File: src/rtl/slot_window_pkg.sv
package slot_window_pkg;

    localparam int NUM_SLOTS = 4;
    localparam int SLOT_W    = $clog2(NUM_SLOTS);

    // Pairing mode of the four slots.
    typedef enum logic [1:0] {
        PAIR_NONE = 2'b00,
        PAIR_AB   = 2'b01,
        PAIR_CD   = 2'b10,
        PAIR_BOTH = 2'b11
    } pair_mode_e;

endpackage

File: src/rtl/swd_slot_regs.sv
module swd_slot_regs
    import slot_window_pkg::*;
#(
    parameter int BASE_W = 16,
    parameter int MASK_W = 8
) (
    input  logic                               clk,
    input  logic                               rst_n,
    input  logic                               cfg_wr,
    input  logic [SLOT_W-1:0]                  cfg_slot,
    input  logic [BASE_W-1:0]                  cfg_base,
    input  logic [MASK_W-1:0]                  cfg_size,
    input  logic                               cfg_enable,
    output logic [NUM_SLOTS-1:0][BASE_W-1:0]   base_q,
    output logic [NUM_SLOTS-1:0][MASK_W-1:0]   size_q,
    output logic [NUM_SLOTS-1:0]               en_q
);

    // One register set per slot; a write loads base, mask and enable together.
    for (genvar s = 0; s < NUM_SLOTS; s++) begin : g_slot
        always_ff @(posedge clk) begin
            if (!rst_n) begin
                base_q[s] <= '0;
                size_q[s] <= '0;
                en_q[s]   <= 1'b0;
            end else if (cfg_wr && (cfg_slot == SLOT_W'(s))) begin
                base_q[s] <= cfg_base;
                size_q[s] <= cfg_size;
                en_q[s]   <= cfg_enable;
            end
        end
    end

endmodule

File: src/rtl/swd_pair_fsm.sv
module swd_pair_fsm
    import slot_window_pkg::*;
(
    input  logic                 clk,
    input  logic                 rst_n,
    input  logic                 pair_wr,
    input  logic                 pair_ab,
    input  logic                 pair_cd,
    output logic [NUM_SLOTS-1:0] inhibit
);

    pair_mode_e state_q, state_d;

    // Next-state selection: a write jumps to the requested mode.
    always_comb begin
        state_d = state_q;
        if (pair_wr) begin
            unique case ({pair_cd, pair_ab})
                2'b00: state_d = PAIR_NONE;
                2'b01: state_d = PAIR_AB;
                2'b10: state_d = PAIR_CD;
                2'b11: state_d = PAIR_BOTH;
            endcase
        end
    end

    // State register.
    always_ff @(posedge clk) begin
        if (!rst_n) state_q <= PAIR_NONE;
        else        state_q <= state_d;
    end

    // Outputs: the second slot of each merged pair is inhibited.
    always_comb begin
        unique case (state_q)
            PAIR_NONE: inhibit = 4'b0000;
            PAIR_AB:   inhibit = 4'b0010;
            PAIR_CD:   inhibit = 4'b1000;
            PAIR_BOTH: inhibit = 4'b1010;
        endcase
    end

endmodule

File: src/rtl/swd_match.sv
module swd_match
    import slot_window_pkg::*;
#(
    parameter int BASE_W = 16,
    parameter int MASK_W = 8
) (
    input  logic [BASE_W-1:0]                 addr_hi,
    input  logic [NUM_SLOTS-1:0][BASE_W-1:0]  base_q,
    input  logic [NUM_SLOTS-1:0][MASK_W-1:0]  size_q,
    input  logic [NUM_SLOTS-1:0]              en_q,
    output logic [NUM_SLOTS-1:0]              raw_hit
);

    localparam int FIX_W = BASE_W - MASK_W;

    for (genvar s = 0; s < NUM_SLOTS; s++) begin : g_cmp
        logic [BASE_W-1:0] care;
        logic [BASE_W-1:0] diff;
        // Upper FIX_W bits are always compared; lower ones drop out where masked.
        assign care       = {{FIX_W{1'b1}}, ~size_q[s]};
        assign diff       = (addr_hi ^ base_q[s]) & care;
        assign raw_hit[s] = en_q[s] && (diff == '0);
    end

endmodule

File: src/rtl/swd_arbiter.sv
module swd_arbiter
    import slot_window_pkg::*;
(
    input  logic [NUM_SLOTS-1:0] raw_hit,
    input  logic [NUM_SLOTS-1:0] inhibit,
    output logic [NUM_SLOTS-1:0] sel
);

    logic [NUM_SLOTS-1:0] eligible;
    assign eligible = raw_hit & ~inhibit;

    // Fixed priority: lowest slot number wins.
    always_comb begin
        logic taken;
        taken = 1'b0;
        sel   = '0;
        for (int s = 0; s < NUM_SLOTS; s++) begin
            if (eligible[s] && !taken) begin
                sel[s] = 1'b1;
                taken  = 1'b1;
            end
        end
    end

endmodule

File: src/rtl/slot_window_decoder.sv
module slot_window_decoder
    import slot_window_pkg::*;
#(
    parameter int ADDR_W = 32,
    parameter int BASE_W = 16,
    parameter int MASK_W = 8
) (
    input  logic                 clk,
    input  logic                 rst_n,
    input  logic                 cfg_wr,
    input  logic [SLOT_W-1:0]    cfg_slot,
    input  logic [BASE_W-1:0]    cfg_base,
    input  logic [MASK_W-1:0]    cfg_size,
    input  logic                 cfg_enable,
    input  logic                 pair_wr,
    input  logic                 pair_ab,
    input  logic                 pair_cd,
    input  logic [ADDR_W-1:0]    addr,
    output logic [NUM_SLOTS-1:0] sel,
    output logic                 hit
);

    localparam int LSB = ADDR_W - BASE_W;

    logic [NUM_SLOTS-1:0][BASE_W-1:0] base_q;
    logic [NUM_SLOTS-1:0][MASK_W-1:0] size_q;
    logic [NUM_SLOTS-1:0]             en_q;
    logic [NUM_SLOTS-1:0]             inhibit;
    logic [NUM_SLOTS-1:0]             raw_hit;
    logic                             unused_low_addr;

    assign unused_low_addr = ^addr[LSB-1:0];

    swd_slot_regs #(.BASE_W(BASE_W), .MASK_W(MASK_W)) u_regs (
        .clk        (clk),
        .rst_n      (rst_n),
        .cfg_wr     (cfg_wr),
        .cfg_slot   (cfg_slot),
        .cfg_base   (cfg_base),
        .cfg_size   (cfg_size),
        .cfg_enable (cfg_enable),
        .base_q     (base_q),
        .size_q     (size_q),
        .en_q       (en_q)
    );

    swd_pair_fsm u_pair (
        .clk     (clk),
        .rst_n   (rst_n),
        .pair_wr (pair_wr),
        .pair_ab (pair_ab),
        .pair_cd (pair_cd),
        .inhibit (inhibit)
    );

    swd_match #(.BASE_W(BASE_W), .MASK_W(MASK_W)) u_match (
        .addr_hi (addr[ADDR_W-1:LSB]),
        .base_q  (base_q),
        .size_q  (size_q),
        .en_q    (en_q),
        .raw_hit (raw_hit)
    );

    swd_arbiter u_arb (
        .raw_hit (raw_hit),
        .inhibit (inhibit),
        .sel     (sel)
    );

    assign hit = |sel;

endmodule

File: config.mk
export PLATFORM = sky130hd
export DESIGN_NAME = slot_window_decoder
export DESIGN_NICKNAME = d
export VERILOG_FILES = /design/src/rtl/slot_window_pkg.sv /design/src/rtl/swd_slot_regs.sv /design/src/rtl/swd_pair_fsm.sv /design/src/rtl/swd_match.sv /design/src/rtl/swd_arbiter.sv /design/src/rtl/slot_window_decoder.sv
export SDC_FILE = /design/constraint.sdc
export NUM_CORES = 1
export LEC_CHECK = 0
export CORE_MARGIN = 3
export CORE_UTILIZATION = 31
export CTS_BUF_LIST = sky130_fd_sc_hd__clkbuf_4
export CTS_CLUSTER_DIAMETER = 150
export DETAILED_ROUTE_END_ITERATION = 10
export GPL_TIMING_DRIVEN = 0
export SYNTH_ARGS = -nofsm -noshare
export SYNTH_HDL_FRONTEND = slang
export SYNTH_SLANG_ARGS = --single-unit
File: constraint.sdc
create_clock -name clk -period 1.93 [get_ports clk]
set_input_delay 0.2895 -clock clk [delete_from_list [all_inputs] [get_ports clk]]
set_output_delay 0.2895 -clock clk [all_outputs]
set_load 0.05 [all_outputs]
=== Word-level counts from Yosys, hierarchy flattened ===
Cells that the tools add are included.

* Logic and storage cells: 66
* Output and inout port bits: 5
* Flip-flop bits (word level): 102
* Input bits: 65

* Muxes and demuxes: 8
* Reduce and logical (&&, ||, !) cells: 22
* Bitwise gates (word level): 14
* Equal/unequal tests: 9

{| class="wikitable"
|+ Operator list
! cell !! count
|-
| bitwise AND 16 bit || 4
|-
| zero test 16 bit || 4
|-
| bitwise XOR 16 bit || 4
|-
| inverter 8 bit || 4
|-
| case mux 4 bit (4 select lines) || 1
|-
| == test 2 bit, second input constant || 6
|-
| logical AND 1 bit || 11
|-
| case mux 2 bit (4 select lines) || 1
|-
| == test 2 x 1 -> 1 bit, second input constant || 3
|-
| zero test 2 bit || 3
|-
| two-way mux 1 bit || 6
|-
| bitwise AND 4 bit || 1
|-
| inverter 4 bit || 1
|-
| OR reduction 4 bit || 1
|-
| zero test 1 bit || 3
|}

=== Longest topological paths before layout ===
Gate-level depths: netlist of the first run.

* Depth in word-level cells: 16
* Gate-level depth with buffers: 6
* Gate-level depth less buffers: 5

=== Hierarchy ===
Synthesis of the first run repeated with hierarchy kept, for this count alone.

* Cell total of the unflattened synthesis: 483
* Area, all modules: 4730.8 um^2

{| class="wikitable"
|+ By module, submodules not included
! module !! area an instance (um^2) !! instances !! seq. area each (um^2) !! cells an instance
|-
| swd_slot_regs || 3694.8 || 1 || 2001.9 || 354
|-
| swd_match || 868.3 || 1 || 0.0 || 110
|-
| swd_pair_fsm || 98.8 || 1 || 40.0 || 11
|-
| swd_arbiter || 61.3 || 1 || 0.0 || 7
|-
| slot_window_decoder || 7.5 || 1 || 0.0 || 1
|}

=== Worst setup path before layout of the first run ===
No wires, ideal clock.

* Path kind: input to output
* From: input port addr[20]
* To: output port sel[3]
* Arrival: 2.777 ns
* Cell stages on the path: 6
* Slack: -1.137 ns
* Path through: clkbuf_1 > xnor2_1 > o22ai_1 > nor4_1 > o2111ai_1 > nor4b_1

* Cells in the longest elaborated chain, start to end: 15
* Elaborated cells on any way between the ends: 27
* Classes of those cells: 4 x mux; 9 x bitwise; 14 x reduce/logical

{| class="wikitable"
|+ Ends and longest elaborated chain
! item !! line !! RTL
|-
| from (decl) || slot_window_decoder.sv:18 || <nowiki>input logic [ADDR_W-1:0] addr,</nowiki>
|-
| bitwise XOR 16 bit || swd_match.sv:21 || <nowiki>assign diff = (addr_hi ^ base_q[s]) & care;</nowiki>
|-
| bitwise AND 16 bit || swd_match.sv:21 ||
|-
| zero test 16 bit || swd_match.sv:22 || <nowiki>assign raw_hit[s] = en_q[s] && (diff == '0);</nowiki>
|-
| logical AND 1 bit || swd_match.sv:22 ||
|-
| bitwise AND 4 bit * || swd_arbiter.sv:10 || <nowiki>assign eligible = raw_hit & ~inhibit;</nowiki>
|-
| two-way mux 1 bit || swd_arbiter.sv:18 || <nowiki>if (eligible[s] && !taken) begin</nowiki>
|-
| zero test 1 bit || swd_arbiter.sv:18 ||
|-
| logical AND 1 bit || swd_arbiter.sv:18 ||
|-
| two-way mux 1 bit || swd_arbiter.sv:18 ||
|-
| zero test 1 bit || swd_arbiter.sv:18 ||
|-
| logical AND 1 bit || swd_arbiter.sv:18 ||
|-
| two-way mux 1 bit || swd_arbiter.sv:18 ||
|-
| zero test 1 bit || swd_arbiter.sv:18 ||
|-
| logical AND 1 bit * || swd_arbiter.sv:18 ||
|-
| two-way mux 1 bit * || swd_arbiter.sv:18 ||
|-
| to (decl) || slot_window_decoder.sv:19 || <nowiki>output logic [NUM_SLOTS-1:0] sel,</nowiki>
|}

Mark *: on every way between the ends. The rest lies on a longest branch, timed or not.

=== Final worst setup path of the first run ===
* From: register u_regs.base_q[7] in the netlist's numbering
* To: output port hit

* Cells in the longest elaborated chain, start to end: 16
* Elaborated cells on any way between the ends: 18
* Classes of those cells: 6 x mux; 3 x bitwise; 9 x reduce/logical

{| class="wikitable"
|+ Ends and longest elaborated chain
! item !! line !! RTL
|-
| from (decl) || swd_slot_regs.sv:14 || <nowiki>output logic [NUM_SLOTS-1:0][BASE_W-1:0] base_q,</nowiki>
|-
| from (signal, indexed assignment) || swd_slot_regs.sv:27 || <nowiki>base_q[s] <= cfg_base;</nowiki>
|-
| bitwise XOR 16 bit * || swd_match.sv:21 ||
|-
| bitwise AND 16 bit * || swd_match.sv:21 ||
|-
| zero test 16 bit * || swd_match.sv:22 ||
|-
| logical AND 1 bit * || swd_match.sv:22 ||
|-
| bitwise AND 4 bit * || swd_arbiter.sv:10 ||
|-
| two-way mux 1 bit * || swd_arbiter.sv:18 ||
|-
| zero test 1 bit || swd_arbiter.sv:18 ||
|-
| logical AND 1 bit || swd_arbiter.sv:18 ||
|-
| two-way mux 1 bit || swd_arbiter.sv:18 ||
|-
| zero test 1 bit || swd_arbiter.sv:18 ||
|-
| logical AND 1 bit || swd_arbiter.sv:18 ||
|-
| two-way mux 1 bit || swd_arbiter.sv:18 ||
|-
| zero test 1 bit || swd_arbiter.sv:18 ||
|-
| logical AND 1 bit || swd_arbiter.sv:18 ||
|-
| two-way mux 1 bit || swd_arbiter.sv:18 ||
|-
| OR reduction 4 bit * || slot_window_decoder.sv:70 || <nowiki>assign hit = |sel;</nowiki>
|-
| to (decl) || slot_window_decoder.sv:20 || <nowiki>output logic hit</nowiki>
|}

Marks and branches as above.

==> impl_metrics.ini, run 1 <==
[timing]
final-setup-viol-count = 5
maxSlewViolCount = 0
relSlewSlack = 0.572
worst_slew_pin_slew_ns = 0.639
fin_ws_ns = -0.803
period_minus_slack_ns = 2.73
final.setup.tns_ns = -3.90
grt_setup_unrepaired = yes
fmax_ghz = 0.366
timing.final.hold_violations = 0
final.period_utilization = 1.42
fin_skew_ns = 0

[clocking]
cts_max_level = 3
cts_tree = built
clkLatencyLatePin_ns = 0.48
numCtsBuffers = 9
cts.clk_slew.worst_paths_ns = 0.16
ctsLongestPathBuffers = 2
cts.sinks = 102
cts_root_buf = clkbuf_4
holdBufCountCts = 0

[routing]
viasPerCell = 5.05
first_iter_violations = 296
totalWireLength_mm = 14.2
vias = 4103
wl_per_cell_um = 17.5
route.detailed.drc = 0
firstDrtPassIters = 5
ant_nets = 0

[synth]
syn_area_sq_um = 4710
ys_warn_count = 0
netlist-cell-type-count = 34
synth.area.top_cells = dfxtp_1, nand2_1, a21boi_1
ys_seq_area_frac = 0.434
synthesis.nets = 635
yosysTopAreaCell = dfxtp_1
avgSynthCellArea_sq_um = 8.26
syn-instance-count = 570
synth_seq_cells = 102
synth.top_cell.area_share = 0.434

[run_status]
violations = negative setup slack
status = complete, but fails checks

[pwr]
powerDensity_nw_per_um2 = 723
vdd_drop_max_v = 0.000281
finalPower_mw = 4.05
p_leak_nw = 1.89

[floorplanning]
core_sq_um = 14700
die_h_um = 129
die_w_um = 129
io_pins = 70
dieArea_sq_um = 16700
rows = 44
start_util = 0.320

[placed_design]
place_congestion = 0.826
hpwl_mm = 10.6
io_buffers = 37

[setup_path]
cp-end-kind = primary output
crit_path_max_incr_delay_ns = 0.57
crit_buf_inv = 1
worstPathMaxFanout = 5
arrival_ns = 2.44
critPathKind = reg2out
crit_required_ns = 1.64
start_kind = register
cp_slowest_cell = or4_4
path_delay_family = simple AND/OR/NAND/NOR gates
cp_cell_sequence = xnor2_4 -> o22ai_2 -> or4_4 -> nor3_4 -> nand4b_1 -> buf_6
r2r_slack_ns = 1.24

[min_path]
min_path_type = in2reg

[cells_and_area]
areaGrowthSynthToFinish_pct = 18.9
layout_commonest_cell = nand2_1
num-fill-cells = 1480
drive_above_1_share = 0.0828
final_cell_mix = nand2_1, dfxtp_1, a21boi_1, xnor2_1
nets = 688
postLayoutCoreUtil = 0.381

[global_route]
grt_pass1_wl_mm = 21.4
grt_pass1_vias = 3870
antenna_found_initial = 0
grtUsageTotal = 0.172
grt_max_degree = 17
gr-total-overflow = 0

[flow_run]
maxCapViolCount = 0
## path summary, 6_finish.rpt
| check | from | end | cells after the start |
|---|---|---|---|
| max | u_regs.base_q[7] | hit | 6 |
| min | rst_n | u_regs.base_q[12] | 2 |
| min reg2reg | u_regs.size_q[30] | u_regs.size_q[30] | 2 |
| max reg2reg | u_regs.base_q[36] | u_regs.base_q[36] | 2 |
## layer usage
metal  up-vias  wire length [um]  global-route usage
li1       1961                 -                   -
met1      1975              6170               0.227
met2       140              6820               0.284
met3        27               936              0.0326
met4         0               316              0.0556
met5         -                 0                   0
## metrics by stage
step	setup WS (ns)	hold WS, ns	cells	area (sq um)
floorplan	-0.538	0.424	570	4730
global placement	-1.35	0.441	791	5330
detailed placement	-1.37	0.446	791	5330
CTS	-0.835	0.227	809	5550
global route	-0.896	0.260	812	5590
finish	-0.803	0.259	813	5600
## synthesized netlist by cell type
master,count
nand3b_1,1
xnor2_1,53
or2_1,1
clkbuf_1,39
and3_1,2
a21boi_1,66
nor3b_2,1
or3b_1,1
inv_1,1
nor4b_1,1
nor4_1,4
nor3_1,3
nand4_1,3
dfxtp_1,102
xnor2_2,3
nand4b_1,1
nand2_1,202
buf_4,1
o211ai_1,1
nor2b_1,2
nand3_1,5
nor2_1,7
a21boi_0,34
or4_4,1
xor2_1,8
nor3b_1,1
o22ai_1,12
o2111ai_1,3
buf_6,3
and3b_1,1
buf_2,3
nor3_4,1
mux2i_1,2
nor2_2,1
## flip-flops by register name, summed over array words and instances (netlist names)
| register | count |
|---|---|
| u_regs.en_q | 4 |
| u_regs.base_q | 64 |
| u_regs.size_q | 32 |
| u_pair.state_q | 2 |
## power by group
part           leakage, nW  internal (mW)  switching [mW]  total, mW
registers            0.830           2.18          0.0451       2.22
clock network       0.0880          0.539           0.732       1.27
logic                0.970          0.248           0.306      0.554
## cells by family after synthesis
kind of cell	share of synthesized area
simple gates	0.212
compound gates	0.183
flops	0.434
xor+xnor	0.124
buf+inv	0.0439
mux	0.00425
## layout make-up
class | count | area, sq um | share of cell area
clock inverter | 6 | 86.3 | 0.0154
antenna | 1 | 2.50 | 0.000447
timing repair buffer | 42 | 422 | 0.0753
inverter | 1 | 3.75 | 0.000671
multi-input combinational | 421 | 2520 | 0.450
clock buffer | 10 | 75.1 | 0.0134
tap | 184 | 230 | 0.0411
sequential | 102 | 2050 | 0.366
buffer | 46 | 213 | 0.0380
## worst register-to-register path: stages (launching register included)
cell	delay, ns
dfxtp_1	0.38
nand2_1	0.05
a21boi_0	0.19
## repair_timing
action | in CTS | in global routing
gates resized for setup | 44 | 10
setup buffers | 2 | 3
pin swaps | 4 | 2
setup endpoints to repair | 5 | 15
(Power assumes the default switching activity.)
==> run 2, diff against run 1 <==
--- a/config.mk
+++ b/config.mk
@@ -7,7 +7,6 @@
 export LEC_CHECK = 0
 export CORE_MARGIN = 3
 export CORE_UTILIZATION = 31
-export CTS_BUF_LIST = sky130_fd_sc_hd__clkbuf_4
 export CTS_CLUSTER_DIAMETER = 150
 export DETAILED_ROUTE_END_ITERATION = 10
 export GPL_TIMING_DRIVEN = 0
==> run 2 against run 1 <==
Compared with the run above:
- the flow still finishes with violations (negative setup slack)
- via count decreased by 0.88%
- clock skew unchanged
- sequential cell count unchanged
- largest power group unchanged
==> impl_metrics.ini, run 2 (synthesis gave the netlist of run 1 again) <==
[run_status]
status = complete, but fails checks
violations = negative setup slack

[setup_path]
crit_required_ns = 1.64
start_kind = register
arrival_ns = 2.28
worstPathMaxFanout = 5
cp-end-kind = primary output
critPathKind = reg2out

[clocking]
cts.sinks = 102
cts_tree = built
ctsLongestPathBuffers = 2
clkLatencyLatePin_ns = 0.35
cts.clk_slew.worst_paths_ns = 0.07
cts_max_level = 3
numCtsBuffers = 9
cts_root_buf = clkbuf_16

[floorplanning]
rows = 44
io_pins = 70
dieArea_sq_um = 16700
die_w_um = 129
start_util = 0.320
die_h_um = 129
core_sq_um = 14700

[pwr]
power_frac_seq = 0.466
p_clk_frac = 0.416
sw_frac_of_total = 0.244
vdd_drop_max_v = 0.000470
powerDensity_nw_per_um2 = 823
comb_power_share = 0.118
p_sw_mw = 1.16
p_leak_nw = 1.98
p_int_mw = 3.60
finalPower_mw = 4.77

[timing]
fmax_ghz = 0.389
grt_setup_unrepaired = yes
timing.final.hold_violations = 0
fin_ws_ns = -0.643
final-setup-viol-count = 5
relSlewSlack = 0.581
period_minus_slack_ns = 2.57
worst_slew_pin_slew_ns = 0.629
final.period_utilization = 1.33
maxSlewViolCount = 0
fin_skew_ns = 0

[routing]
vias = 4067
route.detailed.drc = 0
wl_per_cell_um = 17.6
viasPerCell = 5.01
first_iter_violations = 306
totalWireLength_mm = 14.3
firstDrtPassIters = 5
ant_nets = 0

[placed_design]
postPlaceCellArea_sq_um = 5330
dpl.cell_count = 791
hpwl_mm = 10.6
io_buffers = 37
place_congestion = 0.826

[cells_and_area]
nets = 688
areaGrowthSynthToFinish_pct = 23.0
design_area_sq_um = 5790
largest_reg_flops = 64
drive_above_1_share = 0.0971
num-fill-cells = 1465
postLayoutCoreUtil = 0.394
diodes = 0
final_cells = 812
layout_commonest_cell = nand2_1
top_regs = u_regs.base_q (64), u_regs.size_q (32), u_regs.en_q (4)
final_cell_mix = nand2_1, dfxtp_1, a21boi_1, xnor2_1, a21boi_0
largest-register = u_regs.base_q

[min_path]
min_path_type = in2reg

[global_route]
grt_max_degree = 17
antenna_found_initial = 0
gr-total-overflow = 0
grt_pass1_vias = 3917
grt_pass1_wl_mm = 21.7
grtUsageTotal = 0.174

[flow_run]
maxCapViolCount = 0
==> run 2: cell count changes in the layout (fill, tap and decap cells not counted), moves of 2 or more <==
| cell | change |
|---|---|
| nor4_2 | +2 |
| clkbuf_16 | +9 |
| nor4_1 | -2 |
| clkbuf_2 | +5 |
| clkbuf_4 | -10 |
| clkbuf_1 | -4 |
==> run 2: what timing repair did <==
item / CTS / global route
buffers inserted: 3 / 2
resized for setup: 50 / 15
hold buffers: 0 / 0
endpoints found under the setup margin: 15 / 50
pin swaps: 5 / 2
==> run 2: worst max-delay path, cell delays in order, from the launching register on <==
cell      delay, ns
dfxtp_2        0.35
xnor2_4        0.17
o22ai_2        0.13
or4_4          0.58
nor3_4         0.29
nand4b_1       0.22
buf_6          0.18
==> run 2: power groups by stage <==
stage	registers [mW]	clock network [mW]	logic (mW)
global route	2.23	2.09	0.609
floorplan	2.26	0	0.322
global placement	2.26	0	0.537
finish	2.22	1.98	0.561
detailed placement	2.27	0	0.544
CTS	2.22	2.01	0.558
==> run 2: cell type report <==
cell class / instances / area, sq um / share of cell area
clock buffer: 11 / 243 / 0.0419
clock inverter: 5 / 82.6 / 0.0143
timing repair buffer: 42 / 422 / 0.0728
tap: 184 / 230 / 0.0398
buffer: 46 / 219 / 0.0378
inverter: 1 / 3.75 / 0.000649
sequential: 102 / 2040 / 0.353
multi-input combinational: 421 / 2540 / 0.440
==> run 2: layer usage <==
layer	global-route usage	part of all wire
met4	0.0500	0.022
met1	0.226	0.44
met3	0.0425	0.061
met5	0	0
met2	0.287	0.48
==> run 2: worst paths after layout <==
| path | startpoint | end | slack [ns] | cells past startpoint |
|---|---|---|---|---|
| setup / recovery | u_regs.base_q[7] | hit | -0.64 | 6 |
| hold / removal | rst_n | u_regs.base_q[12] | 0.39 | 2 |
| setup reg to reg | u_regs.base_q[36] | u_regs.base_q[36] | 1.26 | 2 |
| hold reg to reg | u_regs.size_q[26] | u_regs.size_q[26] | 0.46 | 2 |
==> run 2: metrics by stage <==
stage / setup WS, ns / setup TNS, ns / hold WS [ns]
after floorplan: -0.538 / -1.85 / 0.424
after global placement: -1.35 / -22.46 / 0.441
after detailed placement: -1.37 / -25.64 / 0.446
after CTS: -0.678 / -3.10 / 0.380
after global routing: -0.709 / -3.45 / 0.413
final: -0.643 / -3.11 / 0.395
